### config.mk
export PLATFORM = sky130hd
export DESIGN_NAME = pkt_err_gen
export DESIGN_NICKNAME = d
export VERILOG_FILES = /design/src/rtl/pktgen_pkg.sv /design/src/rtl/pktgen_dip4.sv /design/src/rtl/pktgen_bytes.sv /design/src/rtl/pktgen_seq.sv /design/src/rtl/pkt_err_gen.sv
export SDC_FILE = /design/constraint.sdc
export NUM_CORES = 1
export LEC_CHECK = 0
export BUFFER_PORTS_ARGS = -buffer_cell sky130_fd_sc_hd__buf_2
export CAP_MARGIN = 0
export CORE_MARGIN = 1.5
export CORE_UTILIZATION = 50
export CTS_BUF_LIST = sky130_fd_sc_hd__clkbuf_4
export CTS_CLUSTER_SIZE = 10
export DETAILED_ROUTE_END_ITERATION = 10
export PLACE_DENSITY_LB_ADDON = 0.25
export SLEW_MARGIN = 40
export SYNTH_ARGS = -nofsm -noshare
export SYNTH_HDL_FRONTEND = slang
export SYNTH_SLANG_ARGS = --single-unit
### constraint.sdc
create_clock -name clk -period 2.6 [get_ports clk]
set_clock_uncertainty 0.05 [all_clocks]
set_input_delay 0.78 -clock clk [delete_from_list [all_inputs] [get_ports clk]]
set_output_delay 0.78 -clock clk [all_outputs]
set_load 0.005 [all_outputs]
### src/rtl/pktgen_pkg.sv
package pktgen_pkg;

  typedef enum logic [2:0] {
    S_IDLE    = 3'd0,
    S_SOP     = 3'd1,
    S_HDR     = 3'd2,
    S_MIDIDLE = 3'd3,
    S_MIDCW   = 3'd4,
    S_DATA    = 3'd5,
    S_EOP     = 3'd6,
    S_FIN     = 3'd7
  } gen_st_e;

  typedef enum logic [1:0] {
    END_NONE  = 2'b00,
    END_ABORT = 2'b01,
    END_TWO   = 2'b10,
    END_ONE   = 2'b11
  } end_stat_e;

  localparam logic [3:0] SEL_CLEAN    = 4'd0;
  localparam logic [3:0] SEL_BADPAR_E = 4'd1;
  localparam logic [3:0] SEL_NOSOP    = 4'd2;
  localparam logic [3:0] SEL_NOEOP    = 4'd3;
  localparam logic [3:0] SEL_MIDCW    = 4'd4;
  localparam logic [3:0] SEL_MIDIDLE  = 4'd5;
  localparam logic [3:0] SEL_SOPEND   = 4'd6;
  localparam logic [3:0] SEL_SOPABT   = 4'd7;
  localparam logic [3:0] SEL_ABORT    = 4'd8;
  localparam logic [3:0] SEL_BADPAR   = 4'd9;
  localparam logic [3:0] SEL_LAST     = 4'd9;

  function automatic logic [15:0] rotl1(input logic [15:0] v);
    return {v[14:0], v[15]};
  endfunction

  function automatic logic [3:0] fold4(input logic [15:0] v);
    return v[15:12] ^ v[11:8] ^ v[7:4] ^ v[3:0];
  endfunction

  // Control word with parity field preset to ones.
  function automatic logic [15:0] mk_cw(input logic pctl, input logic [1:0] stat,
                                        input logic sop, input logic [7:0] adr);
    return {pctl, stat, sop, adr, 4'hF};
  endfunction

endpackage

### src/rtl/pktgen_dip4.sv
module pktgen_dip4
  import pktgen_pkg::*;
(
  input  logic        clk,
  input  logic        rst_n,
  input  logic        data_en,
  input  logic        cw_en,
  input  logic [15:0] word,
  input  logic        inv,
  output logic [3:0]  dip
);

  logic [15:0] acc_q;
  logic [15:0] acc_d;
  logic        acc_ce;
  logic [15:0] mix;

  assign mix = rotl1(acc_q) ^ {word[15:4], 4'hF};
  assign dip = fold4(mix) ^ {4{inv}};

  assign acc_ce = data_en | cw_en;

  always_comb begin
    if (cw_en) acc_d = '0;
    else       acc_d = rotl1(acc_q) ^ word;
  end

  always_ff @(posedge clk or negedge rst_n) begin
    if (!rst_n)      acc_q <= '0;
    else if (acc_ce) acc_q <= acc_d;
  end


  dip_excl_chk: assert property (@(posedge clk) disable iff (!rst_n)
    !(data_en && cw_en));

endmodule

### src/rtl/pktgen_bytes.sv
module pktgen_bytes #(
  parameter int LEN_W = 10
) (
  input  logic             clk,
  input  logic             rst_n,
  input  logic             load,
  input  logic             step,
  input  logic [LEN_W-1:0] len_in,
  input  logic [7:0]       first_in,
  output logic [15:0]      word,
  output logic             more,
  output logic             last,
  output logic             odd
);

  localparam logic [LEN_W-1:0] ONE = LEN_W'(1);
  localparam logic [LEN_W-1:0] TWO = LEN_W'(2);

  logic [LEN_W-1:0] rem_q, rem_d;
  logic [7:0]       cur_q, cur_d;
  logic             odd_q, odd_d;
  logic             ce;

  assign ce = load | step;

  always_comb begin
    rem_d = rem_q;
    cur_d = cur_q;
    odd_d = odd_q;
    if (load) begin
      rem_d = len_in;
      cur_d = first_in;
      odd_d = len_in[0];
    end else if (rem_q >= TWO) begin
      rem_d = rem_q - TWO;
      cur_d = cur_q + 8'd2;
    end else begin
      rem_d = '0;
      cur_d = cur_q + 8'd1;
    end
  end

  always_ff @(posedge clk or negedge rst_n) begin
    if (!rst_n) begin
      rem_q <= '0;
      cur_q <= '0;
      odd_q <= 1'b0;
    end else if (ce) begin
      rem_q <= rem_d;
      cur_q <= cur_d;
      odd_q <= odd_d;
    end
  end

  assign word = (rem_q == ONE) ? {cur_q, 8'h00} : {cur_q, cur_q + 8'd1};
  assign more = (rem_q != '0);
  assign last = (rem_q <= TWO);
  assign odd  = odd_q;


  no_underflow_chk: assert property (@(posedge clk) disable iff (!rst_n)
    (step && !load) |-> more);

endmodule

### src/rtl/pktgen_seq.sv
module pktgen_seq
  import pktgen_pkg::*;
(
  input  logic       clk,
  input  logic       rst_n,
  input  logic       go,
  input  logic [3:0] sel,
  input  logic       more,
  input  logic       last,
  output gen_st_e    st
);

  gen_st_e st_q, st_d;

  always_comb begin
    st_d = st_q;
    case (st_q)
      S_IDLE:    if (go) st_d = S_SOP;
      S_SOP:     st_d = S_HDR;
      S_HDR: begin
        if (sel == SEL_MIDCW)        st_d = S_MIDCW;
        else if (sel == SEL_MIDIDLE) st_d = S_MIDIDLE;
        else if (more)               st_d = S_DATA;
        else                         st_d = S_EOP;
      end
      S_MIDIDLE: st_d = S_MIDCW;
      S_MIDCW:   st_d = more ? S_DATA : S_EOP;
      S_DATA:    st_d = last ? S_EOP : S_DATA;
      S_EOP:     st_d = S_FIN;
      S_FIN:     st_d = S_IDLE;
      default:   st_d = S_IDLE;
    endcase
  end

  always_ff @(posedge clk or negedge rst_n) begin
    if (!rst_n) st_q <= S_IDLE;
    else        st_q <= st_d;
  end

  assign st = st_q;


  fin_to_idle_chk: assert property (@(posedge clk) disable iff (!rst_n)
    (st_q == S_FIN) |=> (st_q == S_IDLE));


  idle_hold_chk: assert property (@(posedge clk) disable iff (!rst_n)
    (st_q == S_IDLE && !go) |=> (st_q == S_IDLE));

endmodule

### src/rtl/pkt_err_gen.sv
module pkt_err_gen
  import pktgen_pkg::*;
#(
  parameter int LEN_W = 10
) (
  input  logic             clk,
  input  logic             rst_n,
  input  logic             start,
  input  logic [7:0]       port_addr,
  input  logic [3:0]       err_code,
  input  logic [LEN_W-1:0] pay_len,
  input  logic [7:0]       first_byte,
  input  logic             raw_send,
  input  logic [15:0]      raw_word,
  input  logic             raw_inv,
  output logic [15:0]      tx_data,
  output logic             tx_ctl,
  output logic             tx_valid,
  output logic             done,
  output logic             busy
);

  gen_st_e          st;
  logic             idle;
  logic             go;
  logic             raw_go;
  logic [3:0]       sel_in;
  logic [3:0]       sel_q;
  logic [7:0]       port_q;
  logic [LEN_W-1:0] len_q;

  logic [15:0] b_word;
  logic        b_more, b_last, b_odd;
  logic        step;

  logic [15:0] cw_w;
  logic [15:0] dword;
  logic        is_cw, is_data, inv;
  logic [3:0]  dip;
  logic        hdr_err;
  logic        sop_close;
  end_stat_e   end_sel;

  logic [15:0] data_d;

  assign idle   = (st == S_IDLE);
  assign go     = start && idle;
  assign raw_go = raw_send && idle && !start;
  assign sel_in = (err_code > SEL_LAST) ? SEL_CLEAN : err_code;

  // Command capture, enabled only on acceptance.
  always_ff @(posedge clk or negedge rst_n) begin
    if (!rst_n) begin
      sel_q  <= '0;
      port_q <= '0;
      len_q  <= '0;
    end else if (go) begin
      sel_q  <= sel_in;
      port_q <= port_addr;
      len_q  <= pay_len;
    end
  end

  pktgen_seq u_seq (
    .clk   (clk),
    .rst_n (rst_n),
    .go    (go),
    .sel   (sel_q),
    .more  (b_more),
    .last  (b_last),
    .st    (st)
  );

  assign step = (st == S_DATA);

  pktgen_bytes #(.LEN_W(LEN_W)) u_bytes (
    .clk      (clk),
    .rst_n    (rst_n),
    .load     (go),
    .step     (step),
    .len_in   (pay_len),
    .first_in (first_byte),
    .word     (b_word),
    .more     (b_more),
    .last     (b_last),
    .odd      (b_odd)
  );

  assign hdr_err   = (sel_q == SEL_BADPAR_E) || (sel_q == SEL_ABORT);
  assign sop_close = (sel_q == SEL_SOPEND) || (sel_q == SEL_SOPABT);

  always_comb begin
    if (sel_q == SEL_NOEOP)
      end_sel = END_NONE;
    else if (sel_q == SEL_SOPABT || sel_q == SEL_ABORT)
      end_sel = END_ABORT;
    else if (b_odd)
      end_sel = END_ONE;
    else
      end_sel = END_TWO;
  end

  // Word selection for the cycle; the output register loads it.
  always_comb begin
    cw_w    = '0;
    dword   = '0;
    is_cw   = 1'b0;
    is_data = 1'b0;
    inv     = 1'b0;
    case (st)
      S_IDLE: begin
        if (raw_go) begin
          cw_w  = raw_word;
          inv   = raw_inv;
          is_cw = 1'b1;
        end
      end
      S_SOP: begin
        cw_w  = mk_cw(1'b1, END_NONE, sel_q != SEL_NOSOP, port_q);
        is_cw = 1'b1;
      end
      S_HDR: begin
        dword   = {hdr_err, 15'(len_q)};
        is_data = 1'b1;
      end
      S_MIDIDLE: begin
        cw_w  = mk_cw(1'b0, END_NONE, 1'b0, 8'h00);
        is_cw = 1'b1;
      end
      S_MIDCW: begin
        cw_w  = mk_cw(1'b1, END_NONE, 1'b0, port_q);
        is_cw = 1'b1;
      end
      S_DATA: begin
        dword   = b_word;
        is_data = 1'b1;
      end
      S_EOP: begin
        cw_w  = mk_cw(1'b0, end_sel, sop_close, 8'h00);
        inv   = (sel_q == SEL_BADPAR_E) || (sel_q == SEL_BADPAR);
        is_cw = 1'b1;
      end
      default: ;
    endcase
  end

  pktgen_dip4 u_dip (
    .clk     (clk),
    .rst_n   (rst_n),
    .data_en (is_data),
    .cw_en   (is_cw),
    .word    (is_cw ? cw_w : dword),
    .inv     (inv),
    .dip     (dip)
  );

  assign data_d = is_cw ? {cw_w[15:4], dip} : dword;

  always_ff @(posedge clk or negedge rst_n) begin
    if (!rst_n) begin
      tx_data  <= '0;
      tx_ctl   <= 1'b0;
      tx_valid <= 1'b0;
      done     <= 1'b0;
    end else begin
      tx_data  <= data_d;
      tx_ctl   <= is_cw;
      tx_valid <= is_cw | is_data;
      done     <= (st == S_FIN);
    end
  end

  assign busy = !idle;


  ctl_valid_chk: assert property (@(posedge clk) disable iff (!rst_n)
    tx_ctl |-> tx_valid);


  done_pulse_chk: assert property (@(posedge clk) disable iff (!rst_n)
    done |=> !done);


  done_after_cw_chk: assert property (@(posedge clk) disable iff (!rst_n)
    done |-> (!tx_valid && !busy && $past(tx_ctl)));


  start_accept_chk: assert property (@(posedge clk) disable iff (!rst_n)
    (start && !busy) |=> busy);


  raw_one_cycle_chk: assert property (@(posedge clk) disable iff (!rst_n)
    (raw_send && !start && !busy) |=> (tx_valid && tx_ctl && !busy));

endmodule

# After elaboration in Yosys (flattened, before gate mapping)
# Cells that the tools add are included.
# classes
n_addsub,3
order_cmp,3
eq_ne,18
mux,26
bitwise_logic,8
n_reduce_logical,14
# op_table
cell,n
16-bit case mux with 5 select lines,1
16-bit 2-to-1 mux,4
16-bit case mux with 2 select lines,1
16-bit XOR,2
8-bit 2-to-1 mux,3
3-bit case mux with 8 select lines,1
10-bit 2-to-1 mux,2
"4-bit by 3-bit equality test with 1-bit output, second input constant",4
4-bit XOR,4
"3-bit equality test, second input constant",4
"10-bit by 1-bit equality test with 1-bit output, second input constant",1
"10-bit by 2-bit >= comparator with 1-bit output, second input constant",1
"10-bit by 2-bit <= comparator with 1-bit output, second input constant",1
10-bit nonzero test,1
"10-bit by 2-bit subtractor with 10-bit output, second input constant",1
3-bit 2-to-1 mux,3
"8-bit by 1-bit adder with 8-bit output, second input constant",1
"8-bit by 2-bit adder with 8-bit output, second input constant",1
"4-bit equality test, second input constant",2
2-bit 2-to-1 mux,4
"3-bit by 2-bit equality test with 1-bit output, second input constant",2
"4-bit by 1-bit equality test with 1-bit output, second input constant",1
"4-bit by 2-bit equality test with 1-bit output, second input constant",1
"4-bit > comparator, second input constant",1
other kinds (14),25
# totals
register_bits,79
out_inout_bits,20

# Longest topological paths before layout
# Gate-level depths: netlist (run 1).
# logic_depth
depth_word,12
ltp_mapped,10
depth_no_buf,8

# Modules after synthesis
# A second synthesis (run 1) with hierarchy kept.
# unflattened
cells_unflattened,457
area_unflattened_um2,4654.5
# modules_own_cells
module,instances,cells_each,area_each_um2,seq_area_each_um2
pkt_err_gen,1,170,2054.5,1026.0
pktgen_bytes,1,175,1450.1,475.5
pktgen_dip4,1,85,900.9,400.4
pktgen_seq,1,27,249.0,75.1

# Worst setup path before layout (run 1)
# Ideal clock, no wire load.
# synth_timing
path_kind,input -> register
from,input port start
to,register tx_data[2]
arrival_ps,2420
path_slack_ps,-7
path_stages,9
path_buffers,2
path_cell_list,or3b_1 buf_2 nor3_4 buf_6 a222oi_1 xnor2_1 xnor3_1 xnor2_1 a21oi_1
# synth_between
elab_chain_len,11
# synth_rtl
element,line_no,text
from (decl),pkt_err_gen.sv:8,"input logic start,"
1-bit zero test (*),pkt_err_gen.sv:48,assign raw_go = raw_send && idle && !start;
1-bit logical AND (*),pkt_err_gen.sv:48,
16-bit 2-to-1 mux / 1-bit 2-to-1 mux (equally long branches),pkt_err_gen.sv:112,if (raw_go) begin
16-bit case mux with 5 select lines / 1-bit case mux with 2 select lines (equally long branches),pkt_err_gen.sv:110,case (st)
16-bit 2-to-1 mux,pkt_err_gen.sv:152,".word (is_cw ? cw_w : dword),"
16-bit XOR,pktgen_dip4.sv:18,"assign mix = rotl1(acc_q) ^ {word[15:4], 4'hF};"
4-bit XOR (3 in series),pktgen_pkg.sv:38,return v[15:12] ^ v[11:8] ^ v[7:4] ^ v[3:0];
4-bit XOR,pktgen_dip4.sv:19,assign dip = fold4(mix) ^ {4{inv}};
16-bit 2-to-1 mux (*),pkt_err_gen.sv:157,"assign data_d = is_cw ? {cw_w[15:4], dip} : dword;"
named net data_d[2],pkt_err_gen.sv:44,logic [15:0] data_d;
to (signal assigned),pkt_err_gen.sv:166,tx_data <= data_d;
to (decl),pkt_err_gen.sv:16,"output logic [15:0] tx_data,"
# The timed path passes the listed nets; every way through them passes the cells marked *.
# A chain may end at the register's enable or synchronous reset.

# Worst setup path after layout (run 1)
# layout_timing
from,"register u_seq.st_q[1], in the netlist u_seq.st[1]"
to,output port busy
# layout_between
elab_chain_len,2
# layout_rtl
element,line_no,text
from (decl),pktgen_seq.sv:13,"gen_st_e st_q, st_d;"
from (signal assigned),pktgen_seq.sv:37,else st_q <= st_d;
3-bit zero test,pkt_err_gen.sv:46,assign idle = (st == S_IDLE);
1-bit zero test,pkt_err_gen.sv:173,assign busy = !idle;
to (decl),pkt_err_gen.sv:20,output logic busy
# Every way passes these cells.

==> reports/metrics.csv, run 1 <==
stage,metric,value,unit
clock_tree,cts_tree,built,
setup_path,crit_path_frequent_cell,buf_4,
route,wl_per_cell,16.5,um
setup_path,reg2reg_depth,7,
setup_path,r2r_setup_slack,0.15,ns
floorplanning,die_x,94.8,um
setup_path,criticalPathCategory,register to output pin,
finish,layout_commonest_cell,nand2_1,
clock_tree,cts_hold_buffers,0,
synth,yosysUniqueCellTypes,57,
synth,synth_fa_ha_area_share,0.891,%
floorplanning,die_area,0.00899,sq mm
synth,syn-cell-area,0.00421,sq mm
synth,async_flop_share,100,%
clock_tree,cts_buffer_depth,2,
min_path,hold_path.class,primary input to asynchronous set/reset pin,
route,wl,10.9,mm
route,vias_per_cell,5.54,
finish,final_nets,609,
synth,syn_area_per_cell,9.12,sq um
setup_path,cp_max_fo,12,
clock_tree,cts_made_buffers,9,
global_routing,grt_pass1_wl,17.9,mm
synth,synth_top_cell_by_area,dfrtp_1,
finish,num_antenna_cells,0,
pwr,swShare,43.0,%
placement,dp_slack,-0.252,ns
synth,synth_cells,462,
route,drc,0,
placement,dpl.hpwl,8.29,mm
synth,synth_nets,516,
route,antenna_left,0,
clock_tree,clk_pin_slew,0.13,ns
timing,worst_slew_pin_slew,0.718,ns
clock_tree,cts_sinks,79,
setup_path,slowest_delay,0.40,ns
setup_path,path_delay_family,buffers and inverters,
floorplanning,die_h,94.8,um
synth,synth_compound_area_share,16.6,%
floorplanning,ioPinCount,71,
timing,final_hold_viol_count,0,
pwr,power_frac_seq,35.3,%
synth,synthXorXnorAreaFrac,9.71,%
setup_path,cp_cell_sequence,buf_4 -> nor3_2 -> buf_4 -> inv_1 -> buf_2,
setup_path,cp.arrival,1.67,ns
setup_path,reg2reg_from,u_bytes.rem_q[5],
route,dr.first_iter.drc_count,162,
clock_tree,htree_num_levels,3,
placement,portBuffers,70,
outcome,status,finished clean,
timing,fmax,0.400,GHz
setup_path,cp-end-kind,output pin,
pwr,powerDensity,1320,mW/mm^2
synth,post_synth_and_or_nand_nor_area_fraction,21.5,%
pwr,p_leak,2.37,nW
synth,ys.flop_type,dfrtp_1,
setup_path,cp.required,1.77,ns
route,vias,3687,
synth,yosysSeqAreaShare,46.9,%
timing,setup_viol,0,
clock_tree,postCtsSetupRepairBufs,0,
setup_path,cp_slowest_cell,dfrtp_1,
pwr,internal-power,0.00379,W
timing,layout_worst_path_cycle_share,96.2,%
route,firstDrtPassIters,5,
pwr,pwr-share-clk,10.2,%
global_routing,first_global_vias,3679,
timing,period_needed,2.50,ns
setup_path,start_kind,register,
synth,synth_edf_count,0,
synth,yosys-top-cells-area,"dfrtp_1 (47%), nand2_1 (8.6%), xnor2_1 (5.4%)",
flow_run,drv_cap,0,
timing,slew_viol_final,0,
synth,yosys_warnings,0,
timing,relSlewSlack,52.1,%
pwr,ir_drop,0.684,mV
global_routing,overflow,0,
setup_path,crit_buf_inv,4,
pwr,p_switching,0.00286,W
finish,layout-drive-gt1-share,24.3,%
clock_tree,insertion_delay,0.44,ns
timing,rsz0062_at_grt,no,
clock_tree,cts_root_buf,clkbuf_4,
timing,fin_ws,0.0985,ns
finish,final_cell_mix,"nand2_1 (97), dfrtp_1 (77), buf_2 (69)",
synth,ys_ff_latch,79,
global_routing,grt_usage,26.3,%
floorplanning,initial_core_util,51.5,%
synth,synth_top_area_share,46.9,%
finish,syn_to_final_growth,19.3,%
pwr,pwr-share-comb,54.5,%
global_routing,antenna_found_initial,0,
placement,gp_congestion,0.908,
floorplanning,core-area,0.00818,sq mm
synth,synth_top_family_by_area,simple AND/OR/NAND/NOR gates,
timing,hold_ws,0.186,ns
global_routing,grt_max_degree,53,
synth,synthMuxAreaShare,0.238,%
setup_path,crit-reg2reg-capture,tx_data[1],
floorplanning,row_count,33,
## power by group through the flow
stage / clock (W) / combinational [W] / sequential (W)
after floorplan: 0 / 0.00252 / 0.00212
after global placement: 0 / 0.00348 / 0.00233
after detailed placement: 0 / 0.00359 / 0.00236
after CTS: 0.000688 / 0.00361 / 0.00233
after global routing: 0.000727 / 0.00406 / 0.00241
final: 0.000681 / 0.00362 / 0.00234
## per-stage QoR
step | cell area (sq um) | power (W) | utilization, % | cells | setup TNS, ns
floorplan | 4210 | 0.00465 | - | 462 | 0
global placement | 4890 | 0.00581 | 59.9 | 649 | -0.416
detailed placement | 4900 | 0.00595 | 59.9 | 649 | -0.701
CTS | 5020 | 0.00664 | 61.4 | 665 | 0
global route | 5030 | 0.00720 | 61.5 | 665 | 0
finish | 5030 | 0.00665 | 61.5 | 665 | 0
## synth_stat cells (all sizes together), types with 4 or more instances
cell type / number
a31oi: 4
nand2: 97
nand3b: 5
and2: 5
nor3: 12
dfrtp: 79
inv: 12
buf: 9
nor2: 25
a211oi: 4
a22oi: 5
nor3b: 5
nand2b: 6
xnor2: 26
nand3: 10
a22o: 5
o21ai: 37
clkbuf: 19
xor2: 13
a21oi: 24
nor4: 4
## state kept, by name, indices dropped and copies added, names as in the netlist
| register | count |
|---|---|
| u_seq.st | 3 |
| tx_valid | 1 |
| sel_q | 4 |
| u_dip.acc_q | 16 |
| port_q | 8 |
| tx_data | 16 |
| u_bytes.odd | 1 |
| tx_ctl | 1 |
| len_q | 10 |
| done | 1 |
| u_bytes.rem_q | 10 |
| u_bytes.cur_q | 8 |
## layout make-up
cell class                      count  area (sq um)
Clock buffer                        9          67.6
Fill cell                         759          3150
Inverter                           12          45.0
Clock inverter                      7          55.1
Timing Repair Buffer              110           678
Tap cell                          105           131
Sequential cell                    79          1980
Multi-Input combinational cell    343          2070
## worst max-delay path by stage
| stage | to | slack [ns] | cells after the start | start |
|---|---|---|---|---|
| after floorplan | tx_data[0] | 0.01 | 9 | start |
| after global placement | tx_data[3] | -0.17 | 8 | start |
| after detailed placement | tx_data[0] | -0.25 | 9 | start |
| after CTS | tx_data[0] | 0.04 | 7 | u_seq.st[2] |
| after global routing | tx_data[1] | 0.002 | 7 | u_bytes.rem_q[5] |
| final | busy | 0.1 | 5 | u_seq.st[1] |
## repair_timing
| action | in CTS | in global routing |
|---|---|---|
| gates resized for setup | 1 | 2 |
| pin swaps | 0 | 0 |
| gates cloned | 0 | 0 |
| endpoints found under the setup margin | 1 | 2 |
## cells by family (layout without fill, tap and decap cells)
logic type / count (synthesis) / in the layout
AOI/OAI and AO/OA: 108 / 108
and+or+nand+nor: 189 / 189
muxes: 1 / 1
adders and majority gates: 3 / 3
DFF: 79 / 79
xor gates and xnor gates: 42 / 42
buffers and inverters: 40 / 138
## per-layer routing
metal / GRT usage [%] / up-vias / wire length (um)
met5: 0 / - / 0
met4: 10.2 / 0 / 176
met3: 3.46 / 14 / 541
met2: 45.3 / 93 / 5490
met1: 33.3 / 1787 / 4730
li1: - / 1793 / -
Note: power is estimated with default switching activity, not from simulation.
==> inputs of run 2 (changes only) <==
CORE_UTILIZATION = 35   (was 50)
==> reports/metrics.csv, run 2 (synthesized netlist as in run 1, its figures left out) <==
stage,metric,value,unit
floorplanning,die_area,0.0127,sq mm
finish,top_regs,"tx_data: 16 flops, u_dip.acc_q: 16 flops",
setup_path,crit_buf_inv,1,
timing,slew_viol_final,0,
global_routing,antenna_found_initial,0,
setup_path,cp.arrival,2.82,ns
finish,design_area,0.00521,sq mm
pwr,powerDensity,1330,mW/mm^2
timing,final_hold_viol_count,0,
global_routing,grt_pass1_wl,18.9,mm
global_routing,first_global_vias,3628,
placement,dp_slack,-0.247,ns
finish,layout_commonest_cell,nand2_1,
setup_path,criticalPathCategory,register to register,
global_routing,grt_max_degree,48,
route,dr.first_iter.drc_count,193,
setup_path,path_delay_family,XOR/XNOR gates,
finish,syn_to_final_growth,23.6,%
placement,dpl_cell_area,0.00499,sq mm
finish,layout-drive-gt1-share,25.8,%
setup_path,slowest_delay,0.45,ns
clock_tree,cts_hold_buffers,0,
clock_tree,cts_sinks,79,
setup_path,start_kind,register,
clock_tree,cts_buffer_depth,2,
flow_run,drv_cap,0,
floorplanning,core-area,0.0116,sq mm
finish,final_cell_mix,"nand2_1 (97), dfrtp_1 (77), buf_2 (69)",
clock_tree,htree_num_levels,3,
timing,worst_slew_pin_slew,0.727,ns
placement,portBuffers,70,
floorplanning,initial_core_util,36.4,%
setup_path,cp.required,2.90,ns
route,drc,0,
floorplanning,ioPinCount,71,
clock_tree,cts_root_buf,clkbuf_4,
timing,fin_ws,0.0775,ns
setup_path,cp-end-kind,register,
floorplanning,die_x,113,um
finish,final_nets,623,
route,antenna_left,0,
pwr,p_leak,2.46,nW
timing,fmax,0.396,GHz
placement,gp_congestion,0.868,
timing,layout_worst_path_cycle_share,97.0,%
placement,dpl.hpwl,8.89,mm
setup_path,cp_max_fo,4,
route,vias,3712,
clock_tree,clk_pin_slew,0.13,ns
route,firstDrtPassIters,5,
clock_tree,cts_made_buffers,9,
finish,num_antenna_cells,0,
route,wl_per_cell,16.2,um
timing,period_needed,2.52,ns
timing,tns,0,ns
clock_tree,insertion_delay,0.46,ns
floorplanning,row_count,39,
min_path,hold_path.class,primary input to asynchronous set/reset pin,
outcome,status,finished clean,
timing,relSlewSlack,51.5,%
setup_path,cp_cell_sequence,or3b_4 -> nor3_4 -> buf_6 -> a221o_1 -> xor2_1 -> xnor3_1 -> xnor2_1 -> a21oi_1,
clock_tree,cts_tree,built,
route,wl,11.6,mm
timing,setup_viol,0,
global_routing,grt_usage,19.5,%
route,vias_per_cell,5.18,
floorplanning,die_h,113,um
global_routing,overflow,0,
pwr,ir_drop,0.619,mV
setup_path,cp_slowest_cell,xnor3_1,
timing,rsz0062_at_grt,yes,
run 2: area by class of cell:
| type | instances | area [sq um] |
|---|---|---|
| clock buffer | 10 | 75.1 |
| clock inverter | 5 | 73.8 |
| fill | 1158 | 6360 |
| inverter | 12 | 45.0 |
| multi-input combinational | 343 | 2070 |
| sequential | 79 | 1980 |
| tap | 143 | 179 |
| timing repair buffer | 124 | 787 |
run 2: per-stage QoR:
| step | hold slack, ns | total power (W) | util (%) | instances |
|---|---|---|---|---|
| global route | 0.199 | 0.00752 | 45.0 | 716 |
| CTS | 0.190 | 0.00691 | 44.4 | 708 |
| finish | 0.200 | 0.00695 | 45.0 | 716 |
| floorplan | 0.388 | 0.00465 | - | 462 |
| global placement | 0.417 | 0.00596 | 43.1 | 693 |
| detailed placement | 0.415 | 0.00607 | 43.1 | 693 |
run 2: per-layer routing:
metal | up-vias | track usage [%] | part of all wire, %
li1 | 1815 | - | -
met1 | 1760 | 25.9 | 46
met2 | 114 | 30.8 | 47
met3 | 23 | 4.61 | 5.0
met4 | 0 | 8.52 | 2.8
met5 | - | 0 | 0
run 2: worst paths after layout:
kind                             start                to  slack, ns  depth (start not counted)
setup reg to reg           u_seq.st[1]        tx_data[0]       0.08                          8
min in group clk              len_q[3]          len_q[3]       0.45                          2
hold / removal                   rst_n          sel_q[1]       0.20                          1
max in group asynchronous        rst_n  u_bytes.rem_q[6]       1.69                          2
hold reg to reg               len_q[3]          len_q[3]       0.45                          2
setup / recovery           u_seq.st[1]        tx_data[0]       0.08                          8
run 2: timing repair:
| item | CTS | global route |
|---|---|---|
| endpoints found under the hold margin | 0 | 0 |
| setup endpoints to repair | 0 | 3 |
| resized for setup | 0 | 4 |
| buffers inserted | 0 | 8 |
run 2: power by group:
group	internal [W]	switching (W)
clock network	0.000390	0.000430
logic	0.00193	0.00190
registers	0.00178	0.000512
